[config.mk]
export PLATFORM = sky130hd
export DESIGN_NAME = adc_serial_rx
export DESIGN_NICKNAME = d
export VERILOG_FILES = /design/src/rtl/adc_serial_rx_pkg.sv /design/src/rtl/adc_serial_rx_sync.sv /design/src/rtl/adc_serial_rx_ctrl.sv /design/src/rtl/adc_serial_rx_dpath.sv /design/src/rtl/adc_serial_rx.sv
export SDC_FILE = /design/constraint.sdc
export NUM_CORES = 1
export LEC_CHECK = 0
export BUFFER_PORTS_ARGS = -buffer_cell sky130_fd_sc_hd__buf_4
export CAP_MARGIN = 20
export CORE_MARGIN = 5
export CORE_UTILIZATION = 30
export DETAILED_ROUTE_END_ITERATION = 12
export GPL_TIMING_DRIVEN = 1
export SLEW_MARGIN = 20
export SYNTH_ARGS = -nofsm -noshare
export SYNTH_HDL_FRONTEND = slang
export SYNTH_SLANG_ARGS = --single-unit
export TNS_END_PERCENT = 10
[constraint.sdc]
create_clock -name clk -period 2.1 [get_ports clk]
set_clock_uncertainty 0.2 [all_clocks]
set_input_delay 0.105 -clock clk [delete_from_list [all_inputs] [get_ports clk]]
set_output_delay 0.105 -clock clk [all_outputs]
set_load 0.02 [all_outputs]
[src/rtl/adc_serial_rx_pkg.sv]
`timescale 1ns/1ps
package adc_serial_rx_pkg;

  typedef enum logic [1:0] {
    ST_IDLE  = 2'd0,
    ST_PULSE = 2'd1,
    ST_WAITLO = 2'd2,
    ST_RECV  = 2'd3
  } rxState_e;

  typedef struct packed {
    logic clr;
    logic capEn;
    logic load;
    logic err;
  } rxStrobe_t;

endpackage

[src/rtl/adc_serial_rx_sync.sv]
`timescale 1ns/1ps
module adc_serial_rx_sync #(
  parameter int BITS   = 3,
  parameter int STAGES = 2
) (
  input  logic            clk,
  input  logic            rstN,
  input  logic [BITS-1:0] din,
  output logic [BITS-1:0] dout
);

  generate
    for (genvar i = 0; i < BITS; i++) begin : g_bit
      logic [STAGES-1:0] chain;
      always_ff @(posedge clk or negedge rstN) begin
        if (!rstN) chain <= '0;
        else       chain <= {chain[STAGES-2:0], din[i]};
      end
      assign dout[i] = chain[STAGES-1];
    end
  endgenerate

endmodule

[src/rtl/adc_serial_rx_ctrl.sv]
`timescale 1ns/1ps
module adc_serial_rx_ctrl
  import adc_serial_rx_pkg::*;
#(
  parameter int PULSE_CYC = 4,
  parameter int GAP_CYC   = 1250
) (
  input  logic      clk,
  input  logic      rstN,
  input  logic      startReq,
  input  logic      busySync,
  input  logic      cntOk,
  output logic      convN,
  output rxStrobe_t strobe
);

  localparam int PULSE_W = (PULSE_CYC > 1) ? $clog2(PULSE_CYC) : 1;
  localparam int GAP_W   = $clog2(GAP_CYC + 1);

  rxState_e           state;
  logic [PULSE_W-1:0] pulseCnt;
  logic [GAP_W-1:0]   gapCnt;
  logic               primed;
  logic               convNq;
  logic               busyPrev;

  logic gapOk, busyRise, launch, pulseLast;

  assign gapOk     = (gapCnt == GAP_W'(GAP_CYC));
  assign busyRise  = busySync & ~busyPrev;
  assign launch    = (state == ST_IDLE) & startReq & gapOk & busySync;
  assign pulseLast = (pulseCnt == PULSE_W'(PULSE_CYC - 1));

  always_comb begin
    strobe       = '0;
    strobe.clr   = launch;
    strobe.capEn = ~busySync & ((state == ST_WAITLO) | (state == ST_RECV));
    if (state == ST_RECV && busyRise) begin
      strobe.load = cntOk & primed;
      strobe.err  = ~cntOk;
    end
  end

  always_ff @(posedge clk or negedge rstN) begin
    if (!rstN) begin
      state    <= ST_IDLE;
      pulseCnt <= '0;
      gapCnt   <= GAP_W'(GAP_CYC);
      primed   <= 1'b0;
      convNq   <= 1'b1;
      busyPrev <= 1'b0;
    end else begin
      busyPrev <= busySync;
      if (launch)      gapCnt <= '0;
      else if (!gapOk) gapCnt <= gapCnt + 1'b1;
      case (state)
        ST_IDLE: begin
          if (launch) begin
            state    <= ST_PULSE;
            pulseCnt <= '0;
            convNq   <= 1'b0;
          end
        end
        ST_PULSE: begin
          if (pulseLast) begin
            state  <= ST_WAITLO;
            convNq <= 1'b1;
          end else begin
            pulseCnt <= pulseCnt + 1'b1;
          end
        end
        ST_WAITLO: begin
          if (!busySync) state <= ST_RECV;
        end
        ST_RECV: begin
          if (busyRise) begin
            state  <= ST_IDLE;
            primed <= 1'b1;
          end
        end
        default: state <= ST_IDLE;
      endcase
    end
  end

  assign convN = convNq;

  // a convert pulse only begins after a request was sampled
  p_pulse_from_req_r1: assert property (@(posedge clk) disable iff (!rstN)
    $fell(convN) |-> $past(startReq));

  // no pulse may begin while the converter reports busy
  p_no_launch_busy_r2: assert property (@(posedge clk) disable iff (!rstN)
    (convN && !busySync) |=> convN);

  // a completion is either a word or an error, never both
  p_load_err_excl_r6: assert property (@(posedge clk) disable iff (!rstN)
    !(strobe.load && strobe.err));

endmodule

[src/rtl/adc_serial_rx_dpath.sv]
`timescale 1ns/1ps
module adc_serial_rx_dpath
  import adc_serial_rx_pkg::*;
#(
  parameter int WIDTH = 12
) (
  input  logic             clk,
  input  logic             rstN,
  input  logic             dclkSync,
  input  logic             sdataSync,
  input  rxStrobe_t        strobe,
  output logic             cntOk,
  output logic [WIDTH-1:0] sampleData,
  output logic             sampleValid,
  output logic             frameErr
);

  localparam int CNT_W = $clog2(WIDTH + 2);
  localparam logic [CNT_W-1:0] CNT_FULL = CNT_W'(WIDTH);
  localparam logic [CNT_W-1:0] CNT_SAT  = CNT_W'(WIDTH + 1);

  logic [WIDTH-1:0] shiftReg;
  logic [CNT_W-1:0] bitCnt;
  logic             dclkPrev;
  logic             dclkRise;

  assign dclkRise = dclkSync & ~dclkPrev;
  assign cntOk    = (bitCnt == CNT_FULL);

  always_ff @(posedge clk or negedge rstN) begin
    if (!rstN) begin
      shiftReg <= '0;
      bitCnt   <= '0;
      dclkPrev <= 1'b0;
    end else begin
      dclkPrev <= dclkSync;
      if (strobe.clr) begin
        shiftReg <= '0;
        bitCnt   <= '0;
      end else if (strobe.capEn && dclkRise) begin
        shiftReg <= {shiftReg[WIDTH-2:0], sdataSync};
        if (bitCnt != CNT_SAT) bitCnt <= bitCnt + 1'b1;
      end
    end
  end

  always_ff @(posedge clk or negedge rstN) begin
    if (!rstN) begin
      sampleData  <= '0;
      sampleValid <= 1'b0;
      frameErr    <= 1'b0;
    end else begin
      sampleValid <= strobe.load;
      frameErr    <= strobe.err;
      if (strobe.load) sampleData <= shiftReg;
    end
  end

  // the bit counter never runs past its saturation value
  p_cnt_bound_r3: assert property (@(posedge clk) disable iff (!rstN)
    bitCnt <= CNT_SAT);

  // a delivered word is a single-cycle pulse
  p_valid_pulse_r4: assert property (@(posedge clk) disable iff (!rstN)
    sampleValid |=> !sampleValid);

  // a framing error never accompanies a word
  p_valid_err_excl_r6: assert property (@(posedge clk) disable iff (!rstN)
    !(sampleValid && frameErr));

  // the output word holds between deliveries
  p_data_hold_r8: assert property (@(posedge clk) disable iff (!rstN)
    !sampleValid |-> $stable(sampleData));

endmodule

[src/rtl/adc_serial_rx.sv]
`timescale 1ns/1ps
module adc_serial_rx
  import adc_serial_rx_pkg::*;
#(
  parameter int WIDTH       = 12,
  parameter int SYNC_STAGES = 2,
  parameter int PULSE_CYC   = 4,
  parameter int GAP_CYC     = 1250
) (
  input  logic             clk,
  input  logic             rstN,
  input  logic             startReq,
  input  logic             dclkIn,
  input  logic             sdataIn,
  input  logic             busyIn,
  output logic             convN,
  output logic [WIDTH-1:0] sampleData,
  output logic             sampleValid,
  output logic             frameErr
);

  logic [2:0] rawIn;
  logic [2:0] syncOut;
  rxStrobe_t  strobe;
  logic       cntOk;

  assign rawIn = {busyIn, sdataIn, dclkIn};

  adc_serial_rx_sync #(.BITS(3), .STAGES(SYNC_STAGES)) u_sync (
    .clk (clk),
    .rstN(rstN),
    .din (rawIn),
    .dout(syncOut)
  );

  adc_serial_rx_ctrl #(.PULSE_CYC(PULSE_CYC), .GAP_CYC(GAP_CYC)) u_ctrl (
    .clk     (clk),
    .rstN    (rstN),
    .startReq(startReq),
    .busySync(syncOut[2]),
    .cntOk   (cntOk),
    .convN   (convN),
    .strobe  (strobe)
  );

  adc_serial_rx_dpath #(.WIDTH(WIDTH)) u_dpath (
    .clk        (clk),
    .rstN       (rstN),
    .dclkSync   (syncOut[0]),
    .sdataSync  (syncOut[1]),
    .strobe     (strobe),
    .cntOk      (cntOk),
    .sampleData (sampleData),
    .sampleValid(sampleValid),
    .frameErr   (frameErr)
  );

endmodule

# After elaboration in Yosys (flattened, before gate mapping)
# Cells that the tools add are included.
[op_classes]
n_bitwise = 12
n_eq_ne = 13
n_addsub = 3
order_cmp = 0
reduce_logical = 11
shifts = 0
n_div = 0
n_mux = 19
multipliers = 0
[ops]
columns = ["operator", "count"]
rows = [
  ["$mux W12", 2],
  ["$mux W11", 2],
  ["$mux W2", 7],
  ["$mux W4", 3],
  ["$add A11 B1 Y11 const B", 1],
  ["$eq A11 B11 Y1 const B", 1],
  ["$pmux W2 S4", 1],
  ["$and A1 B1 Y1", 7],
  ["$eq A2 B2 Y1 const B", 3],
  ["$ne A2 B1 Y1 const B", 3],
  ["$ne A2 B2 Y1 const B", 3],
  ["$reduce_and A3 Y1", 2],
  ["$reduce_bool A2 Y1", 3],
  ["$add A4 B1 Y4 const B", 1],
  ["$eq A4 B4 Y1 const B", 1],
  ["$ne A4 B4 Y1 const B", 1],
  ["$not A1 Y1", 4],
  ["$pmux W2 S2", 1],
  ["$reduce_and A2 Y1", 2],
  ["$reduce_and A4 Y1", 1],
  ["$add A2 B1 Y2 const B", 1],
  ["$eq A2 B1 Y1 const B", 1],
  ["$logic_and A1 B1 Y1", 2],
  ["$logic_not A2 Y1", 1],
  ["3 further kinds", 4],
]
[word_totals]
word_cells = 73
rom_bits = 0
inputBits = 6
latchBits = 0
reg_bits = 55
ram_bits = 0
memories = 0

# Logic depth before layout (Yosys ltp)
[depth]
word_depth = 6
depth_mapped = 8
depth_no_buf = 6

# Modules after synthesis
# Synthesis repeated with hierarchy kept, for this count alone.
[unflattened]
hier_cells = 214
hier_area_um2 = 2529.9
[by_module_without_submodules]
columns = ["module", "area_per_inst_um2", "instances", "seq_area_each_um2", "cells_each"]
rows = [
  ["adc_serial_rx_dpath", 1328.8, 1, 775.7, 109],
  ["adc_serial_rx_ctrl", 1028.5, 1, 457.9, 96],
  ["adc_serial_rx_sync", 172.7, 1, 150.1, 9],
]

# Worst setup path before layout
# OpenSTA, ideal clock, no wires.
[synth_path]
path_type = "register to register"
startpoint = "register u_ctrl.state[0]"
endpoint = "register u_ctrl.state[1]"
path_stages_with_launch = 8
synth_period_minus_slack_ns = 2.092
slack_ns = 0.008
setup_ns = 0.125
required_ns = 1.775
arrival_ns = 1.767
cell_sequence = "dfrtp_1 inv_1 ha_1 clkbuf_2 and3_1 nand4b_4 a221oi_4 mux2_4"
[synth_via]
elab_chain_len = 6
[synth_lines]
columns = ["element", "line", "rtl"]
rows = [
  ["from (decl)", "adc_serial_rx_ctrl.sv:20", "rxState_e state;"],
  ["from (signal assigned)", "adc_serial_rx_ctrl.sv:46", "state <= ST_IDLE;"],
  ["from (signal assigned)", "adc_serial_rx_ctrl.sv:59", "state <= ST_PULSE;"],
  ["from (signal assigned)", "adc_serial_rx_ctrl.sv:66", "state <= ST_WAITLO;"],
  ["$logic_not A2 Y1", "adc_serial_rx_ctrl.sv:31, adc_serial_rx_ctrl.sv:56", ""],
  ["$and A1 B1 Y1 (3 in series)", "adc_serial_rx_ctrl.sv:31", "assign launch = (state == ST_IDLE) & startReq & gapOk & busySync;"],
  ["$ne A2 B1 Y1 (no source line)", "--", ""],
  ["$reduce_and A4 Y1 (no source line)", "--", ""],
]
# Several ways; a longest one is shown, not always the timed one.
# A chain may end at the register's enable or synchronous reset.

# Worst setup path after layout
[layout_path]
startpoint = "register u_ctrl.gapCnt[1]"
endpoint = "register u_ctrl.state[1]"
[layout_via]
elab_chain_len = 5
[layout_lines]
columns = ["element", "line", "rtl"]
rows = [
  ["from (decl)", "adc_serial_rx_ctrl.sv:22", "logic [GAP_W-1:0] gapCnt;"],
  ["from (signal assigned)", "adc_serial_rx_ctrl.sv:48", "gapCnt <= GAP_W'(GAP_CYC);"],
  ["from (signal assigned)", "adc_serial_rx_ctrl.sv:55", "else if (!gapOk) gapCnt <= gapCnt + 1'b1;"],
  ["$eq A11 B11 Y1", "adc_serial_rx_ctrl.sv:29", "assign gapOk = (gapCnt == GAP_W'(GAP_CYC));"],
  ["$and A1 B1 Y1 (2 in series)", "adc_serial_rx_ctrl.sv:31", ""],
  ["$ne A2 B1 Y1 (no source line)", "--", ""],
  ["$reduce_and A4 Y1 (no source line)", "--", ""],
]
# No other way between the ends.

==> impl_metrics.env <==
export IMPL_multi_input_area_sq_um=1020
export IMPL_min_period_over_period=0.990
export IMPL_wire_per_inst_um=12.1
export IMPL_synth_xor_xnor_area_share=0.0356
export IMPL_path_clk_slew_ns=0.10
export IMPL_root_buffer="clkbuf_8"
export IMPL_netlist_instances=196
export IMPL_hold_path_class="reg -> reg"
export IMPL_core_sq_um=8090
export IMPL_synth_avg_cell_area_sq_um=12.6
export IMPL_critPathKind="reg -> reg"
export IMPL_num_vias=1547
export IMPL_place_hpwl_um=2780
export IMPL_io_pins=21
export IMPL_cp_startpoint="u_ctrl.gapCnt[1]"
export IMPL_grt_pass1_vias=1556
export IMPL_peakVddDrop_mv=0.300
export IMPL_synth_compound_area_frac=0.0473
export IMPL_yosysWarnings=0
export IMPL_setup_viol=0
export IMPL_yosys_area_top_type="dfrtp_1"
export IMPL_gp_congestion=0.736
export IMPL_final_util=0.363
export IMPL_crit_path_max_fanout=3
export IMPL_netlist_area_sq_um=2460
export IMPL_synth_area_mux_share=0.126
export IMPL_clk_latency_ns=0.31
export IMPL_first_pass_iters=4
export IMPL_fin_area_sq_um=2930
export IMPL_r2r_start="u_ctrl.gapCnt[1]"
export IMPL_synthArstFlopShare=1.00
export IMPL_drc_errors=0
export IMPL_ys_seq_area_frac=0.563
export IMPL_synthAdderAreaFrac=0.0560
export IMPL_cap_violations=0
export IMPL_rows=33
export IMPL_synth_cell_types=38
export IMPL_synth_top_cells_by_count="49 x dfrtp_1, 20 x nor2_1, 16 x mux2i_1"
export IMPL_ys_flop_type="dfrtp_1"
export IMPL_num_antenna_cells=0
export IMPL_tightest_slew_ns=0.677
export IMPL_vias_per_cell=4.59
export IMPL_synth_top_family_by_area="simple AND/OR/NAND/NOR gates"
export IMPL_p_per_area_nw_per_um2=1070
export IMPL_area_delta_synth_final_pct=19.3
export IMPL_synth_most_common_cell="dfrtp_1"
export IMPL_postCtsSetupRepairBufs=0
export IMPL_track_usage=0.0899
export IMPL_synth_edf_count=0
export IMPL_yosys_top_cells_area="dfrtp_1 50%, mux2i_1 6.5%, dfstp_2 6.4%"
export IMPL_ys_seq_elements=55
export IMPL_power_leakage_nw=1.31
export IMPL_ant_nets=0
export IMPL_relSlewSlack=0.548
export IMPL_min_from="u_sync.g_bit[1].chain[0]"
export IMPL_numCtsBuffers=5
export IMPL_placed_area_sq_um=2780
export IMPL_hold_violations=0
export IMPL_globalRouteOverflowTotal=0
export IMPL_htreeDepth=2
export IMPL_first_iter_violations=39
export IMPL_clockBufferDepth=2
export IMPL_ff_latch_area_sq_um=1380
export IMPL_nNetsFinal=248
export IMPL_fmax_ghz=0.481
export IMPL_status="finished, final reports clean"
export IMPL_layout_drive_gt1_share=0.280
export IMPL_wl_um=4090
export IMPL_cts_tree="yes"
export IMPL_yosysTopAreaCellShare=0.498
export IMPL_die_h_um=101
export IMPL_initial_core_util=0.304
export IMPL_numPortBuffers=20
export IMPL_grt_pass1_wl_um=7260
export IMPL_synthSimpleGateAreaFrac=0.148
export IMPL_syn_nets=213
export IMPL_start_kind="register"
export IMPL_cp_end_kind="register"
export IMPL_fillCellCount=820
export IMPL_fin_crit_ns=2.08
export IMPL_fp_dieW_um=101
export IMPL_arrival_ns=2.08
export IMPL_slew_viol_final=0
export IMPL_rsz0062_at_grt="true"
export IMPL_cp_required_ns=2.10
export IMPL_grt_max_degree=56
export IMPL_clock_sinks=55
export IMPL_die_area_sq_um=10100
export IMPL_antenna_found_initial=0
[layout by cell type (no fill, tap or decap), drive strengths merged, types with 2 or more instances in the layout]
master / count
mux2: 13
o21ai: 4
nand4: 5
a21oi: 6
clkbuf: 6
nand2: 9
mux2i: 16
nor2: 20
nand3: 9
ha: 11
xor2: 4
and3: 2
nand2b: 2
xnor2: 6
or2: 2
dlygate4sd3: 5
a31oi: 2
or3: 2
nand3b: 2
buf: 29
inv: 6
dfstp: 6
dfrtp: 49
[critical path: stages, from the launching register on]
cell and delay (ns):
dfstp_2 0.55, ha_1 0.13, nor4b_4 0.30, nand4b_4 0.17, a221oi_4 0.30, mux2_4 0.32
[where the power goes]
part           leakage [nW]  internal [W]  switching, W  total (W)
registers             0.634       0.00130      0.000180    0.00148
logic                 0.625      0.000516      0.000512    0.00103
clock network        0.0474      0.000270      0.000349   0.000619
[state kept, by name (all words and copies together), names as in the netlist]
signal and flops:
u_dpath.bitCnt 4, u_dpath.frameErr 1, u_ctrl.convN 1, u_ctrl.primed 1
u_ctrl.gapCnt 11, u_ctrl.state 2, u_ctrl.pulseCnt 2, u_dpath.shiftReg 12
u_dpath.dclkPrev 1, u_sync.g_bit.chain 6, u_dpath.sampleData 12, u_dpath.sampleValid 1
u_ctrl.busyPrev 1
[per-stage QoR]
| stage | total power, W | setup TNS, ns | setup slack [ns] | cells | hold slack, ns |
|---|---|---|---|---|---|
| after floorplan | 0.00219 | 0 | 0.00838 | 196 | -0.391 |
| after global placement | 0.00251 | 0 | 0.0595 | 324 | 0.00353 |
| after detailed placement | 0.00254 | -0.00590 | -0.00408 | 324 | 0.00140 |
| after CTS | 0.00318 | -0.0139 | -0.0139 | 337 | 0.160 |
| after global routing | 0.00335 | -0.107 | -0.0840 | 337 | 0.169 |
| final | 0.00313 | 0 | 0.0209 | 337 | 0.156 |
[kinds of logic after synthesis]
kind of cell    count (synthesis)
flops                          55
buf+inv                        12
simple gates                   63
mux                            29
compound gates                 16
fa+ha+maj                      11
xor+xnor                       10
[metal layers]
metal,part of all wire,GRT usage
met3,0.027,0.0215
met1,0.46,0.112
met2,0.49,0.151
met5,0,0
met4,0.020,0.0342
[worst paths after layout]
kind,end,slack [ns],depth (start not counted)
worst max register to register,u_ctrl.state[1],0.02,5
worst min register to register,u_sync.g_bit[1].chain[1],0.16,0
min in group asynchronous,u_dpath.sampleData[10],0.17,2
worst max-delay path,u_ctrl.state[1],0.02,5
max in group asynchronous,u_ctrl.gapCnt[2],1.07,2
worst min-delay path,u_sync.g_bit[1].chain[1],0.16,0
[final cells by class]
| cell class | count | share of cell area |
|---|---|---|
| clock inverter | 2 | 0.00554 |
| multi-input combinational | 129 | 0.347 |
| tap | 105 | 0.0448 |
| inverter | 6 | 0.00768 |
| sequential | 55 | 0.472 |
| timing repair buffer | 34 | 0.0955 |
| clock buffer | 6 | 0.0281 |
[what timing repair did]
action                     in CTS  in global routing
hold buffers                    5                  0
hold endpoints to repair       54                  0
gates resized for setup         1                  0
setup endpoints to repair       6                  2
Power figures use the tool's default switching activity.
